<file path="src/rtl/cal_search_pkg.sv">
package cal_search_pkg;

    typedef enum logic [1:0] {
        ST_IDLE,
        ST_REQ,
        ST_WAIT,
        ST_DONE
    } cal_state_e;

    // comparator verdict codes
    localparam logic [1:0] CMP_WITHIN = 2'b00;
    localparam logic [1:0] CMP_BELOW  = 2'b01;

    // completion status codes
    localparam logic [1:0] RES_NONE    = 2'b00;
    localparam logic [1:0] RES_HIT     = 2'b01;
    localparam logic [1:0] RES_CONV    = 2'b10;
    localparam logic [1:0] RES_TIMEOUT = 2'b11;

    typedef struct packed {
        logic seen_lo;   // below verdict since last halving
        logic seen_hi;   // above verdict since last halving
        logic unit_lo;   // below verdict at unit step
        logic unit_hi;   // above verdict at unit step
    } cal_flags_t;

endpackage

</file>
<file path="src/rtl/cal_step_update.sv">
module cal_step_update
    import cal_search_pkg::*;
#(
    parameter int MAG_W = 4
) (
    input  logic [MAG_W-1:0] mag_i,
    input  cal_flags_t       flags_i,
    input  logic [1:0]       cmp_i,
    output logic [MAG_W-1:0] mag_o,
    output logic             neg_o,
    output cal_flags_t       flags_o,
    output logic             conv_o
);

    logic unit_step;

    always_comb begin
        unit_step = (mag_i == MAG_W'(1));
        flags_o   = flags_i;
        neg_o     = (cmp_i != CMP_BELOW);
        if (cmp_i == CMP_BELOW) begin
            flags_o.seen_lo = 1'b1;
            if (unit_step) flags_o.unit_lo = 1'b1;
        end else begin
            flags_o.seen_hi = 1'b1;
            if (unit_step) flags_o.unit_hi = 1'b1;
        end
        conv_o = flags_o.unit_lo && flags_o.unit_hi;
        mag_o  = mag_i;
        if (flags_o.seen_lo && flags_o.seen_hi) begin
            mag_o = mag_i >> 1;
            if (mag_o == '0) mag_o = MAG_W'(1);
            flags_o.seen_lo = 1'b0;
            flags_o.seen_hi = 1'b0;
        end
    end

endmodule

</file>
<file path="src/rtl/cal_next_cand.sv">
module cal_next_cand #(
    parameter int VAL_W = 8,
    parameter int MAG_W = 4
) (
    input  logic [VAL_W-1:0] cur_i,
    input  logic [MAG_W-1:0] mag_i,
    input  logic             neg_i,
    output logic [VAL_W-1:0] cand_o
);

    localparam int SUM_W = VAL_W + 2;
    localparam logic signed [SUM_W-1:0] TOP = SUM_W'((1 << VAL_W) - 1);

    logic signed [SUM_W-1:0] base_s;
    logic signed [SUM_W-1:0] step_s;
    logic signed [SUM_W-1:0] sum_s;

    always_comb begin
        base_s = $signed({2'b00, cur_i});
        step_s = $signed({{(SUM_W-MAG_W){1'b0}}, mag_i});
        sum_s  = neg_i ? (base_s - step_s) : (base_s + step_s);
        if (sum_s < 0)
            cand_o = '0;
        else if (sum_s > TOP)
            cand_o = '1;
        else
            cand_o = sum_s[VAL_W-1:0];
    end

endmodule

</file>
<file path="src/rtl/cal_timeout.sv">
module cal_timeout #(
    parameter int LIMIT = 200_000_000
) (
    input  logic clk,
    input  logic rst_n,
    input  logic run_i,
    output logic expired_o
);

    localparam int CNT_W = $clog2(LIMIT + 1);
    localparam logic [CNT_W-1:0] LAST = CNT_W'(LIMIT - 1);

    logic [CNT_W-1:0] cnt_d, cnt_q;

    always_comb begin
        cnt_d = cnt_q;
        if (!run_i)
            cnt_d = '0;
        else if (cnt_q != LAST)
            cnt_d = cnt_q + CNT_W'(1);
    end

    always_ff @(posedge clk or negedge rst_n) begin
        if (!rst_n) cnt_q <= '0;
        else        cnt_q <= cnt_d;
    end

    assign expired_o = run_i && (cnt_q == LAST);

    AST_TIMER_SAT: assert property (@(posedge clk) disable iff (!rst_n)
        cnt_q <= LAST);

    AST_TIMER_IDLE_ZERO: assert property (@(posedge clk) disable iff (!rst_n)
        !run_i |=> cnt_q == '0);

endmodule

</file>
<file path="src/rtl/cal_step_search.sv">
module cal_step_search
    import cal_search_pkg::*;
#(
    parameter int VAL_W       = 8,
    parameter int START_VAL   = 128,
    parameter int INIT_STEP   = 8,
    parameter int TIMEOUT_CYC = 200_000_000
) (
    input  logic             clk,
    input  logic             rst_n,
    input  logic             start_i,
    output logic             req_o,
    output logic [VAL_W-1:0] req_value_o,
    input  logic             rsp_valid_i,
    input  logic [1:0]       rsp_cmp_i,
    output logic             busy_o,
    output logic             done_o,
    output logic [1:0]       status_o,
    output logic [VAL_W-1:0] result_o
);

    localparam int MAG_W = $clog2(INIT_STEP + 1);
    localparam logic [VAL_W-1:0] START_V = VAL_W'(START_VAL);
    localparam logic [MAG_W-1:0] STEP_V  = MAG_W'(INIT_STEP);

    typedef struct packed {
        cal_state_e       state;
        logic [VAL_W-1:0] cur;
        logic [MAG_W-1:0] mag;
        logic             neg;
        cal_flags_t       flags;
        logic [1:0]       status;
    } cal_regs_t;

    cal_regs_t s_d, s_q;

    logic [VAL_W-1:0] cand_w;
    logic [MAG_W-1:0] upd_mag;
    logic             upd_neg;
    cal_flags_t       upd_flags;
    logic             upd_conv;
    logic             tmo_run;
    logic             tmo_expired;

    cal_next_cand #(.VAL_W(VAL_W), .MAG_W(MAG_W)) i_next_cand (
        .cur_i  (s_q.cur),
        .mag_i  (s_q.mag),
        .neg_i  (s_q.neg),
        .cand_o (cand_w)
    );

    cal_step_update #(.MAG_W(MAG_W)) i_step_update (
        .mag_i   (s_q.mag),
        .flags_i (s_q.flags),
        .cmp_i   (rsp_cmp_i),
        .mag_o   (upd_mag),
        .neg_o   (upd_neg),
        .flags_o (upd_flags),
        .conv_o  (upd_conv)
    );

    assign tmo_run = (s_q.state == ST_REQ) || (s_q.state == ST_WAIT);

    cal_timeout #(.LIMIT(TIMEOUT_CYC)) i_timeout (
        .clk       (clk),
        .rst_n     (rst_n),
        .run_i     (tmo_run),
        .expired_o (tmo_expired)
    );

    always_comb begin
        s_d = s_q;
        unique case (s_q.state)
            ST_IDLE: begin
                if (start_i) begin
                    s_d.state  = ST_REQ;
                    s_d.cur    = START_V;
                    s_d.mag    = STEP_V;
                    s_d.neg    = 1'b0;
                    s_d.flags  = '0;
                    s_d.status = RES_NONE;
                end
            end
            ST_REQ: begin
                if (tmo_expired) begin
                    s_d.state  = ST_DONE;
                    s_d.status = RES_TIMEOUT;
                    s_d.cur    = cand_w;
                end else begin
                    s_d.state = ST_WAIT;
                end
            end
            ST_WAIT: begin
                if (rsp_valid_i) begin
                    s_d.cur = cand_w;
                    if (rsp_cmp_i == CMP_WITHIN) begin
                        s_d.state  = ST_DONE;
                        s_d.status = RES_HIT;
                    end else begin
                        s_d.mag   = upd_mag;
                        s_d.neg   = upd_neg;
                        s_d.flags = upd_flags;
                        if (upd_conv) begin
                            s_d.state  = ST_DONE;
                            s_d.status = RES_CONV;
                        end else if (tmo_expired) begin
                            s_d.state  = ST_DONE;
                            s_d.status = RES_TIMEOUT;
                        end else begin
                            s_d.state = ST_REQ;
                        end
                    end
                end else if (tmo_expired) begin
                    s_d.state  = ST_DONE;
                    s_d.status = RES_TIMEOUT;
                    s_d.cur    = cand_w;
                end
            end
            ST_DONE: s_d.state = ST_IDLE;
            default: s_d.state = ST_IDLE;
        endcase
    end

    always_ff @(posedge clk or negedge rst_n) begin
        if (!rst_n) begin
            s_q.state  <= ST_IDLE;
            s_q.cur    <= '0;
            s_q.mag    <= STEP_V;
            s_q.neg    <= 1'b0;
            s_q.flags  <= '0;
            s_q.status <= RES_NONE;
        end else begin
            s_q <= s_d;
        end
    end

    assign req_o       = (s_q.state == ST_REQ);
    assign req_value_o = cand_w;
    assign busy_o      = tmo_run;
    assign done_o      = (s_q.state == ST_DONE);
    assign status_o    = s_q.status;
    assign result_o    = s_q.cur;

    AST_REQ_PULSE: assert property (@(posedge clk) disable iff (!rst_n)
        req_o |=> !req_o);

    AST_HIT_SOURCE: assert property (@(posedge clk) disable iff (!rst_n)
        $rose(done_o) && (status_o == RES_HIT)
            |-> $past(rsp_valid_i && (rsp_cmp_i == CMP_WITHIN)));

    AST_MAG_RANGE: assert property (@(posedge clk) disable iff (!rst_n)
        busy_o |-> (s_q.mag != '0) && (s_q.mag <= STEP_V));

    AST_CONV_UNIT: assert property (@(posedge clk) disable iff (!rst_n)
        $rose(done_o) && (status_o == RES_CONV) |-> $past(s_q.mag) == MAG_W'(1));

    AST_DONE_PULSE: assert property (@(posedge clk) disable iff (!rst_n)
        done_o |=> !done_o && !busy_o);

    AST_HOLD_IDLE: assert property (@(posedge clk) disable iff (!rst_n)
        !busy_o && !done_o && !$rose(busy_o) |=> $stable(status_o) || busy_o);

endmodule

</file>
<file path="config.mk">
export PLATFORM = sky130hd
export DESIGN_NAME = cal_step_search
export DESIGN_NICKNAME = d
export VERILOG_FILES = /design/src/rtl/cal_search_pkg.sv /design/src/rtl/cal_step_update.sv /design/src/rtl/cal_next_cand.sv /design/src/rtl/cal_timeout.sv /design/src/rtl/cal_step_search.sv
export SDC_FILE = /design/constraint.sdc
export NUM_CORES = 1
export LEC_CHECK = 0
export ABC_AREA = 1
export BUFFER_PORTS_ARGS = -buffer_cell sky130_fd_sc_hd__buf_2
export CORE_MARGIN = 3
export CORE_UTILIZATION = 45
export CTS_CLUSTER_SIZE = 12
export DETAILED_ROUTE_END_ITERATION = 7
export GPL_ROUTABILITY_DRIVEN = 0
export MAX_ROUTING_LAYER = met4
export SLEW_MARGIN = 20
export SYNTH_ARGS = -nofsm -noshare
export SYNTH_HDL_FRONTEND = slang
export SYNTH_SLANG_ARGS = --single-unit
</file>
<file path="constraint.sdc">
create_clock -name clk -period 1.66 [get_ports clk]
set_input_delay 0.083 -clock clk [delete_from_list [all_inputs] [get_ports clk]]
set_output_delay 0.083 -clock clk [all_outputs]
set_load 0.01 [all_outputs]
</file>
# After elaboration in Yosys (flattened, before gate mapping)
# Index checks and enable logic that the tools add are counted.
# W data, S select, Z words.
classes:
  addsub: 3
  n_lt_le_gt_ge: 2
  eq_ne: 15
  n_mux: 32
  reduce_logical: 14
op_table:
  columns: ["cell", "count"]
  rows:
  - ["$mux W28", 2]
  - ["$mux W10", 3]
  - ["$add A28 B1 Y28 const B", 1]
  - ["$eq A28 B28 Y1 const B", 1]
  - ["$ne A28 B28 Y1 const B", 1]
  - ["$mux W8", 3]
  - ["$pmux W8 S3", 1]
  - ["$mux W21", 1]
  - ["$mux W9", 2]
  - ["$pmux W9 S2", 1]
  - ["$mux W2", 8]
  - ["$gt A10 B9 Y1 const B", 1]
  - ["$lt A10 B1 Y1 const B", 1]
  - ["$add A8 B4 Y9", 1]
  - ["$sub A8 B4 Y9", 1]
  - ["$ne A2 B2 Y1 const B", 4]
  - ["$pmux W2 S4", 1]
  - ["$reduce_and A4 Y1", 2]
  - ["$mux W1", 7]
  - ["$ne A2 B1 Y1 const B", 3]
  - ["$pmux W2 S3", 1]
  - ["$reduce_and A5 Y1", 1]
  - ["$eq A2 B1 Y1 const B", 2]
  - ["$eq A2 B2 Y1 const B", 2]
  - ["other kinds (11)", 15]
word_totals:
  register_bits: 49
  inputBits: 6
  out_inout_bits: 21
  word_cells: 76

# Logic depth before layout (Yosys ltp)
# Gate-level depths: netlist of the first run.
depth:
  ltp_word: 8
  ltp_mapped: 13
  ltp_nobuf: 13

# Cells and area by module
# Synthesis of the first run repeated with hierarchy kept, for this count alone.
hier_totals:
  cells_unflattened: 580
  hier_area_um2: 3865.0
by_module_without_submodules:
  columns: ["mod", "instances", "cells_per_inst", "area_each_um2", "seq_area_each_um2"]
  rows:
  - ["cal_timeout", 1, 275, 1818.0, 700.7]
  - ["cal_step_search", 1, 158, 1255.0, 526.8]
  - ["cal_next_cand", 1, 112, 628.1, 0.0]
  - ["cal_step_update", 1, 35, 163.9, 0.0]

# Worst setup path before layout of the first run
# OpenSTA, ideal clock, no wires.
synth_timing:
  path_kind: "reg2reg"
  start: "register s_q[10] (netlist bit)"
  end: "register s_q, in the netlist result_o[1]"
  setup_ps: 74
  t_arrival_ps: 1893
  required_time_ps: 1586
  setup_slack_ps: -307
  stages_incl_launch_ff: 11
  n_path_buf: 0
  synth_period_minus_slack_ps: 1967
  path_cell_list: "dfstp_2 inv_1 ha_1 inv_1 a21o_1 nand2_1 nand2_1 nand4_2 a21oi_1 nand2_1 o21ai_2"
synth_between:
  elab_chain_cells: 8
  elab_cells_between_ends: 11
  cone_classes: "add/sub: 2; order compare: 2; mux: 7"
synth_lines:
  columns: ["element", "line_no", "text"]
  rows:
  - ["start: declaration", "cal_step_search.sv:35", "cal_regs_t s_d, s_q;"]
  - ["$add A8 B4 Y9 / $sub A8 B4 Y9 (equally long branches)", "cal_next_cand.sv:21", "sum_s = neg_i ? (base_s - step_s) : (base_s + step_s);"]
  - ["$mux W10 *", "cal_next_cand.sv:21", null]
  - ["$gt A10 B9 Y1", "cal_next_cand.sv:24", "else if (sum_s > TOP)"]
  - ["$mux W8", "cal_next_cand.sv:24", null]
  - ["$mux W8 *", "cal_next_cand.sv:22", "if (sum_s < 0)"]
  - ["named net req_value_o[1]", "cal_step_search.sv:13", "output logic [VAL_W-1:0] req_value_o,"]
  - ["$mux W10", "cal_step_search.sv:113", "end else if (tmo_expired) begin"]
  - ["$mux W10", "cal_step_search.sv:94", "if (rsp_valid_i) begin"]
  - ["$pmux W8 S3 *", "cal_step_search.sv:73", "unique case (s_q.state)"]
# The timed path passes the listed nets; every way through them passes the cells marked *. The select of a mux whose other input is x is not followed.
# A chain may end at the register's enable or synchronous reset.

# Worst setup path after layout of the first run
layout_timing:
  start: "register s_q[7] (netlist bit)"
  end: "output req_value_o[0]"
layout_between:
  elab_chain_cells: 5
  elab_cells_between_ends: 7
  cone_classes: "add/sub: 2; order compare: 2; mux: 3"
layout_lines:
  columns: ["element", "line_no"]
  rows:
  - ["$add A8 B4 Y9 / $sub A8 B4 Y9 (equally long branches)", "cal_next_cand.sv:21"]
  - ["$mux W10 *", "cal_next_cand.sv:21"]
  - ["$gt A10 B9 Y1", "cal_next_cand.sv:24"]
  - ["$mux W8", "cal_next_cand.sv:24"]
  - ["$mux W8 *", "cal_next_cand.sv:22"]
  - ["end: declaration", "cal_step_search.sv:13"]
# Mark *: on every way between the ends. The rest lies on a longest branch, timed or not.

==> flow_metrics.env, run 1 <==
export IMPL_clk_pin_slew_ns=0.09
export IMPL_die_y_um=95.29
export IMPL_synth_seq_area_share_pct=34.22
export IMPL_dp_worst_setup_slack_ns=-0.2519
export IMPL_dpl_cell_count=657
export IMPL_outcome="complete, but fails checks"
export IMPL_ant_nets=0
export IMPL_grt_pass1_wl_um=15290
export IMPL_finalWorstSetupSlack_ns=-0.5774
export IMPL_hold_violations=0
export IMPL_cp_arrival_ns=2.15
export IMPL_maxCapViolations=0
export IMPL_synth_top_family_by_area="simple AND/OR/NAND/NOR gates"
export IMPL_worstHoldStart="start_i"
export IMPL_rsz0062_at_grt="true"
export IMPL_drc=0
export IMPL_firstDrtPassIters=5
export IMPL_clkLatencyLatePin_ns=0.30
export IMPL_n_antenna_cell=0
export IMPL_grt_pass1_vias=3184
export IMPL_vias=3498
export IMPL_critPathLaunchType="flop"
export IMPL_hpwl_um=7157
export IMPL_synth_area_um2=3587
export IMPL_crit_type="flop to output port"
export IMPL_synth_top_area_cell="dfrtp_1"
export IMPL_hold_ws_ns=0.1075
export IMPL_area_growth_pct=30.76
export IMPL_pwr_share_comb_pct=64.0
export IMPL_internal_power_w=0.003427
export IMPL_start_util_pct=47.92
export IMPL_crit_required_ns=1.58
export IMPL_wl_met1_um=4628
export IMPL_met3WireLength_um=471
export IMPL_synthCells=490
export IMPL_fin_nets=602
export IMPL_setup_viol=16
export IMPL_clkPwrFrac_pct=11.1
export IMPL_row_count=31
export IMPL_met2WireLength_um=4299
export IMPL_min_period_ns=2.237
export IMPL_wl_per_cell_um=14.01
export IMPL_postRouteWirelength_um=9529
export IMPL_syn_nets=512
export IMPL_synth_top_area_share_pct=33.48
export IMPL_dieArea_um2=9079
export IMPL_ys_warn_count=0
export IMPL_die_w_um=95.29
export IMPL_endpoint_kind="output port"
export IMPL_antenna_found_initial=0
export IMPL_syn_area_per_cell_um2=7.321
export IMPL_fmax_mhz=447.0
export IMPL_synth_area_top_cells="dfrtp_1, nand2_1, inv_1"
export IMPL_h_tree_depth=2
export IMPL_synth_cell_type_count=44
export IMPL_irDropWorstVdd_v=0.001022
export IMPL_cts_path_max_buffers=2
export IMPL_tns_ns=-6.189
export IMPL_num_io_pins=27
export IMPL_grt_ovfl_total=0
export IMPL_critPathLaunch="s_q[7]"
export IMPL_crit_fanout=5
export IMPL_worst_pin_slew_ns=0.4512
export IMPL_p_seq_share_pct=24.8
export IMPL_r2r_start="s_q[7]"
export IMPL_track_usage_pct=22.06
export IMPL_period_share_pct=134.8
export IMPL_cts_made_buffers=5
export IMPL_vias_per_cell=5.144
export IMPL_fill_cells=662
export IMPL_clock_skew_ns=0.007182
export IMPL_coreArea_um2=7486
export IMPL_multi_input_area_um2=2238
export IMPL_power_leakage_nw=2.334
export IMPL_synth_fa_ha_area_share_pct=5.999
export IMPL_swShare_pct=45.69
export IMPL_fin_cells=680
export IMPL_dr_first_iter_drc_count=201
export IMPL_seqCellArea_um2=1231
export IMPL_cts_root_buf="clkbuf_8"
export IMPL_synth_compound_area_share_pct=9.731
export IMPL_cts_sinks=49
export IMPL_synth_simple_area_share_pct=35.09
export IMPL_muxShareOfSynthArea_pct=0
export IMPL_cts_tree="yes"
export IMPL_grt_max_degree=24
export IMPL_drive_gt1_share_pct=36.49
export IMPL_io_buffers=26
export IMPL_maxSlewViolCount=0
export IMPL_violations="negative setup slack"
export IMPL_power_total_w=0.006309
export IMPL_maxSlewHeadroom_pct=69.92
export IMPL_synth_xor_area_share_pct=3.174
export IMPL_ys_ff_latch=49
export IMPL_pwr_density_cell_nw_per_um2=1345
export IMPL_p_sw_w=0.002882
export IMPL_top_layer_used="met4"
export IMPL_hold_class="input pin to flop"
-- cell usage after synthesis --
library cell / count
nand4_2: 2
nand2_2: 8
nand3_4: 1
nand3_2: 5
a21oi_1: 17
a2bb2oi_1: 1
nor2_4: 5
nor3b_1: 1
clkinv_2: 2
clkinv_1: 1
dfrtp_1: 48
a41oi_1: 1
inv_2: 7
xor2_1: 9
a211oi_1: 1
ha_1: 14
nor2_1: 55
fa_1: 2
nor3_2: 8
or2_2: 1
buf_2: 4
a21o_1: 1
nand3_1: 33
clkbuf_1: 2
nor3_1: 13
xnor2_1: 4
o21ai_0: 25
inv_1: 65
dfstp_2: 1
nand4_1: 13
o21a_1: 1
bufbuf_16: 1
and3_1: 1
a21oi_2: 2
nor2_2: 4
nor4_1: 1
o21ai_2: 3
o22ai_1: 1
o21ai_1: 6
a31oi_1: 3
nand2_1: 105
nor3_4: 1
buf_1: 1
buf_4: 10
-- placed cells by master, fill, tap and decap left out, types with 4 or more instances in the layout --
cell type and instances:
buf_4 70, xnor2_1 4, clkbuf_8 5, o21ai_2 4, nor3_1 9, o21ai_0 22
nand3_2 10, nor2_2 6, buf_6 5, nand2_2 17, nand3_1 27, a21oi_1 13
nand4_1 13, xor2_1 9, a21oi_2 5, nand2_1 94, buf_2 23, inv_2 14
nor2_1 49, ha_1 8, nor3_4 5, inv_1 57, nor3_2 8, o21ai_1 6
dfrtp_1 45, nor2_4 9
-- flip-flops by register name, indices dropped and copies added (netlist names) --
signal,flops
i_timeout.cnt_q,28
status_o,2
s_q,11
result_o,8
-- worst paths after layout --
path                                   to  slack [ns]  cells past startpoint
max in group asynchronous         s_q[10]        0.81                      3
hold / removal                    s_q[10]        0.11                      3
setup reg to reg              result_o[6]       -0.34                     11
min in group asynchronous     result_o[5]        0.25                      2
hold reg to reg               status_o[1]        0.51                      2
setup / recovery           req_value_o[0]       -0.58                     10
-- metrics by stage --
stage                     util [%]  instance area [um^2]
after global placement       56.51                  4230
after floorplan                  -                  3654
after CTS                    58.63                  4389
final                        62.66                  4691
after global routing         62.66                  4691
after detailed placement     56.51                  4230
-- kinds of logic (layout without fill, tap and decap cells) --
family / after synthesis / count (layout)
fa+ha+maj: 16 / 16
simple gates: 257 / 258
xor+xnor: 13 / 13
compound gates: 62 / 62
flops: 49 / 49
buf+inv: 93 / 183
-- timing repair --
item                                   CTS  global route
pin swaps                                5            19
resized for setup                        9            59
endpoints found under the hold margin   15             0
hold buffers                             1             0
cloned                                   1             0
setup endpoints to repair               18            45
setup buffers                            1            12
-- critical path, cell delays in order (launching register included) --
cell and delay, ns:
dfrtp_1 0.42, ha_2 0.21, inv_2 0.04, fa_2 0.34
inv_1 0.06, nand4_1 0.10, nand2_2 0.16, nand4_4 0.15
buf_4 0.19, o21ai_4 0.05, buf_2 0.14
-- power groups by stage --
stage	Sequential, W	Combinational, W	Clock [W]
6_report	0.00157	0.00404	0.000703
5_1_grt	0.00159	0.00446	0.000789
4_1_cts	0.00156	0.00368	0.000737
3_5_place_dp	0.00157	0.00356	0
3_3_place_gp	0.00157	0.00354	0
2_1_floorplan	0.00156	0.00235	0
-- metal layers --
| metal | GRT usage, % | up-vias |
|---|---|---|
| met5 | - | - |
| met4 | 4.688 | 0 |
| met1 | 31.89 | 1631 |
| met2 | 32.48 | 94 |
| met3 | 3.710 | 14 |
| li1 | - | 1759 |
-- cell type report --
class | instances | share of cell area [%]
Tap cell | 99 | 2.641
Clock inverter | 1 | 0.1600
Clock buffer | 7 | 1.627
Timing Repair Buffer | 100 | 15.50
Multi-Input combinational cell | 349 | 47.72
Inverter | 75 | 6.108
Sequential cell | 49 | 26.25
Note: power is estimated with default switching activity, not from simulation.
==> inputs of run 2 (changes only) <==
- PLACE_DENSITY: default -> 0.64
==> run 2 against run 1 <==
The run still ends with negative setup slack left. Clock-buffer cell count shrank 1. Combinational power shrank 2%. Via count shrank 1.1%. Maximum frequency shrank 0.68%. Register-to-register slack lost 0.06 ns. First-iteration DRC count shrank 14%. Clock power grew 31%. Design area shrank 1.8%. Core utilization shrank 1.1 points. Routed wire length shrank 3.1%. Sequential share of layout area grew 0.45 points. Largest power group unchanged.
==> flow_metrics.env, run 2 (synthesized netlist as in run 1, its figures left out) <==
export IMPL_grt_pass1_wl_um=15180
export IMPL_period_share_pct=135.7
export IMPL_hold_class="input pin to flop"
export IMPL_hold_violations=0
export IMPL_clock_skew_ns=0.01010
export IMPL_num_io_pins=27
export IMPL_path_cells="ha_2, inv_2, fa_2, inv_2, nand4_1, nand2_2, nand4_4, buf_6, a21oi_4, buf_6"
export IMPL_ant_nets=0
export IMPL_area_growth_pct=28.43
export IMPL_h_tree_depth=2
export IMPL_grt_max_degree=50
export IMPL_cp_top_family="adder cells"
export IMPL_fin_util_pct=61.54
export IMPL_endpoint_kind="output port"
export IMPL_cpPeakStageDelay_ns=0.41
export IMPL_die_w_um=95.29
export IMPL_track_usage_pct=21.87
export IMPL_grt_pass1_vias=3301
export IMPL_cts_made_buffers=5
export IMPL_pwr_density_cell_nw_per_um2=1393
export IMPL_fill_cells=660
export IMPL_maxCapViolations=0
export IMPL_wl_per_cell_um=13.72
export IMPL_cts_tree="yes"
export IMPL_coreArea_um2=7486
export IMPL_drive_gt1_share_pct=33.45
export IMPL_crit_slowest_cell="dfrtp_1"
export IMPL_irDropWorstVdd_v=0.001116
export IMPL_largest_register_ffs=28
export IMPL_vias_per_cell=5.138
export IMPL_tns_ns=-6.088
export IMPL_critPathLaunchType="flop"
export IMPL_power_total_w=0.006419
export IMPL_crit_type="flop to output port"
export IMPL_n_antenna_cell=0
export IMPL_vias=3458
export IMPL_cts_root_buf="clkbuf_8"
export IMPL_crit_buf_inv=4
export IMPL_io_buffers=26
export IMPL_worst_pin_slew_ns=0.3186
export IMPL_fmax_mhz=443.9
export IMPL_cts_path_max_buffers=2
export IMPL_crit_fanout=8
export IMPL_finalWorstSetupSlack_ns=-0.5927
export IMPL_drc=0
export IMPL_fin_nets=595
export IMPL_cts_sinks=49
export IMPL_power_leakage_nw=2.302
export IMPL_hpwl_um=6863
export IMPL_grt_ovfl_total=0
export IMPL_die_y_um=95.29
export IMPL_dr_first_iter_drc_count=172
export IMPL_row_count=31
export IMPL_clk_pin_slew_ns=0.10
export IMPL_dieArea_um2=9079
export IMPL_final_common_cell="nand2_1"
export IMPL_crit_required_ns=1.58
export IMPL_clkLatencyLatePin_ns=0.31
export IMPL_rsz0062_at_grt="true"
export IMPL_min_period_ns=2.253
export IMPL_maxSlewHeadroom_pct=78.68
export IMPL_start_util_pct=47.92
export IMPL_maxSlewViolCount=0
export IMPL_postRouteWirelength_um=9232
export IMPL_outcome="complete, but fails checks"
export IMPL_firstDrtPassIters=5
export IMPL_antenna_found_initial=0
export IMPL_setup_viol=16
export IMPL_final_cell_mix="nand2_1, buf_4, inv_1"
export IMPL_violations="negative setup slack"
export IMPL_top_register="i_timeout.cnt_q"
export IMPL_cp_arrival_ns=2.17
## run 2: cell types whose count changed in the layout (fill, tap and decap cells not counted), moves of 2 or more
cell      before  now
clkbuf_1       2    0
nand3_1       27   29
nor3_1         9   12
buf_4         70   61
nor2_2         6    8
nor3_2         8    5
nand2_2       17   13
nand2_1       94   99
nand3_2       10    8
nor2_4         9    7
buf_6          5    8
## run 2: cell type report
| cell class | instances | area, um^2 | share of cell area (%) |
|---|---|---|---|
| Sequential cell | 49 | 1230 | 26.70 |
| Clock inverter | 2 | 37.54 | 0.8148 |
| Inverter | 75 | 286.5 | 6.219 |
| Multi-Input combinational cell | 348 | 2138 | 46.41 |
| Timing Repair Buffer | 94 | 708.2 | 15.37 |
| Tap cell | 99 | 123.9 | 2.689 |
| Clock buffer | 6 | 82.58 | 1.793 |
## run 2: worst min-delay path, stage by stage
cell     delay, ns
buf_2         0.12
nand2_2       0.09
o21ai_0       0.08
## run 2: worst paths after layout
| kind | depth (start not counted) | end | slack [ns] | from |
|---|---|---|---|---|
| max | 10 | req_value_o[1] | -0.59 | result_o[0] |
| min | 3 | s_q[10] | 0.07 | start_i |
| max reg2reg | 11 | result_o[2] | -0.40 | result_o[0] |
| min reg2reg | 2 | s_q[5] | 0.50 | s_q[5] |
| max in group asynchronous | 3 | s_q[10] | 1.07 | rst_n |
| min in group asynchronous | 3 | result_o[6] | 0.29 | rst_n |
## run 2: timing repair
action,4_1_cts,5_1_grt
resized for setup,12,40
endpoints found under the hold margin,48,0
endpoints found under the setup margin,19,40
hold buffers,1,0
setup buffers,2,11
pin swaps,3,10
## run 2: where the power goes
part	internal (W)	switching, W	leakage (nW)
logic	0.00168	0.00226	1.59
registers	0.00139	0.000161	0.660
clock network	0.000491	0.000430	0.0574
## run 2: metal layers
layer | routed length, um | GRT usage [%] | up-vias
li1 | - | - | 1734
met1 | 4325 | 30.84 | 1625
met2 | 4288 | 33.76 | 86
met3 | 492 | 2.762 | 13
met4 | 126 | 4.688 | 0
met5 | 0 | - | -
## run 2: per-stage QoR
stage                     hold WS, ns  std cells  area [um^2]  setup WS, ns
after CTS                     0.04765        663         4399       -0.5718
after detailed placement       0.1012        652         4205       -0.2437
after floorplan               -0.2126        490         3654       -0.1347
final                         0.07471        673         4607       -0.5927
after global placement        0.09820        652         4205       -0.2169
after global routing          0.08884        673         4607       -0.7128
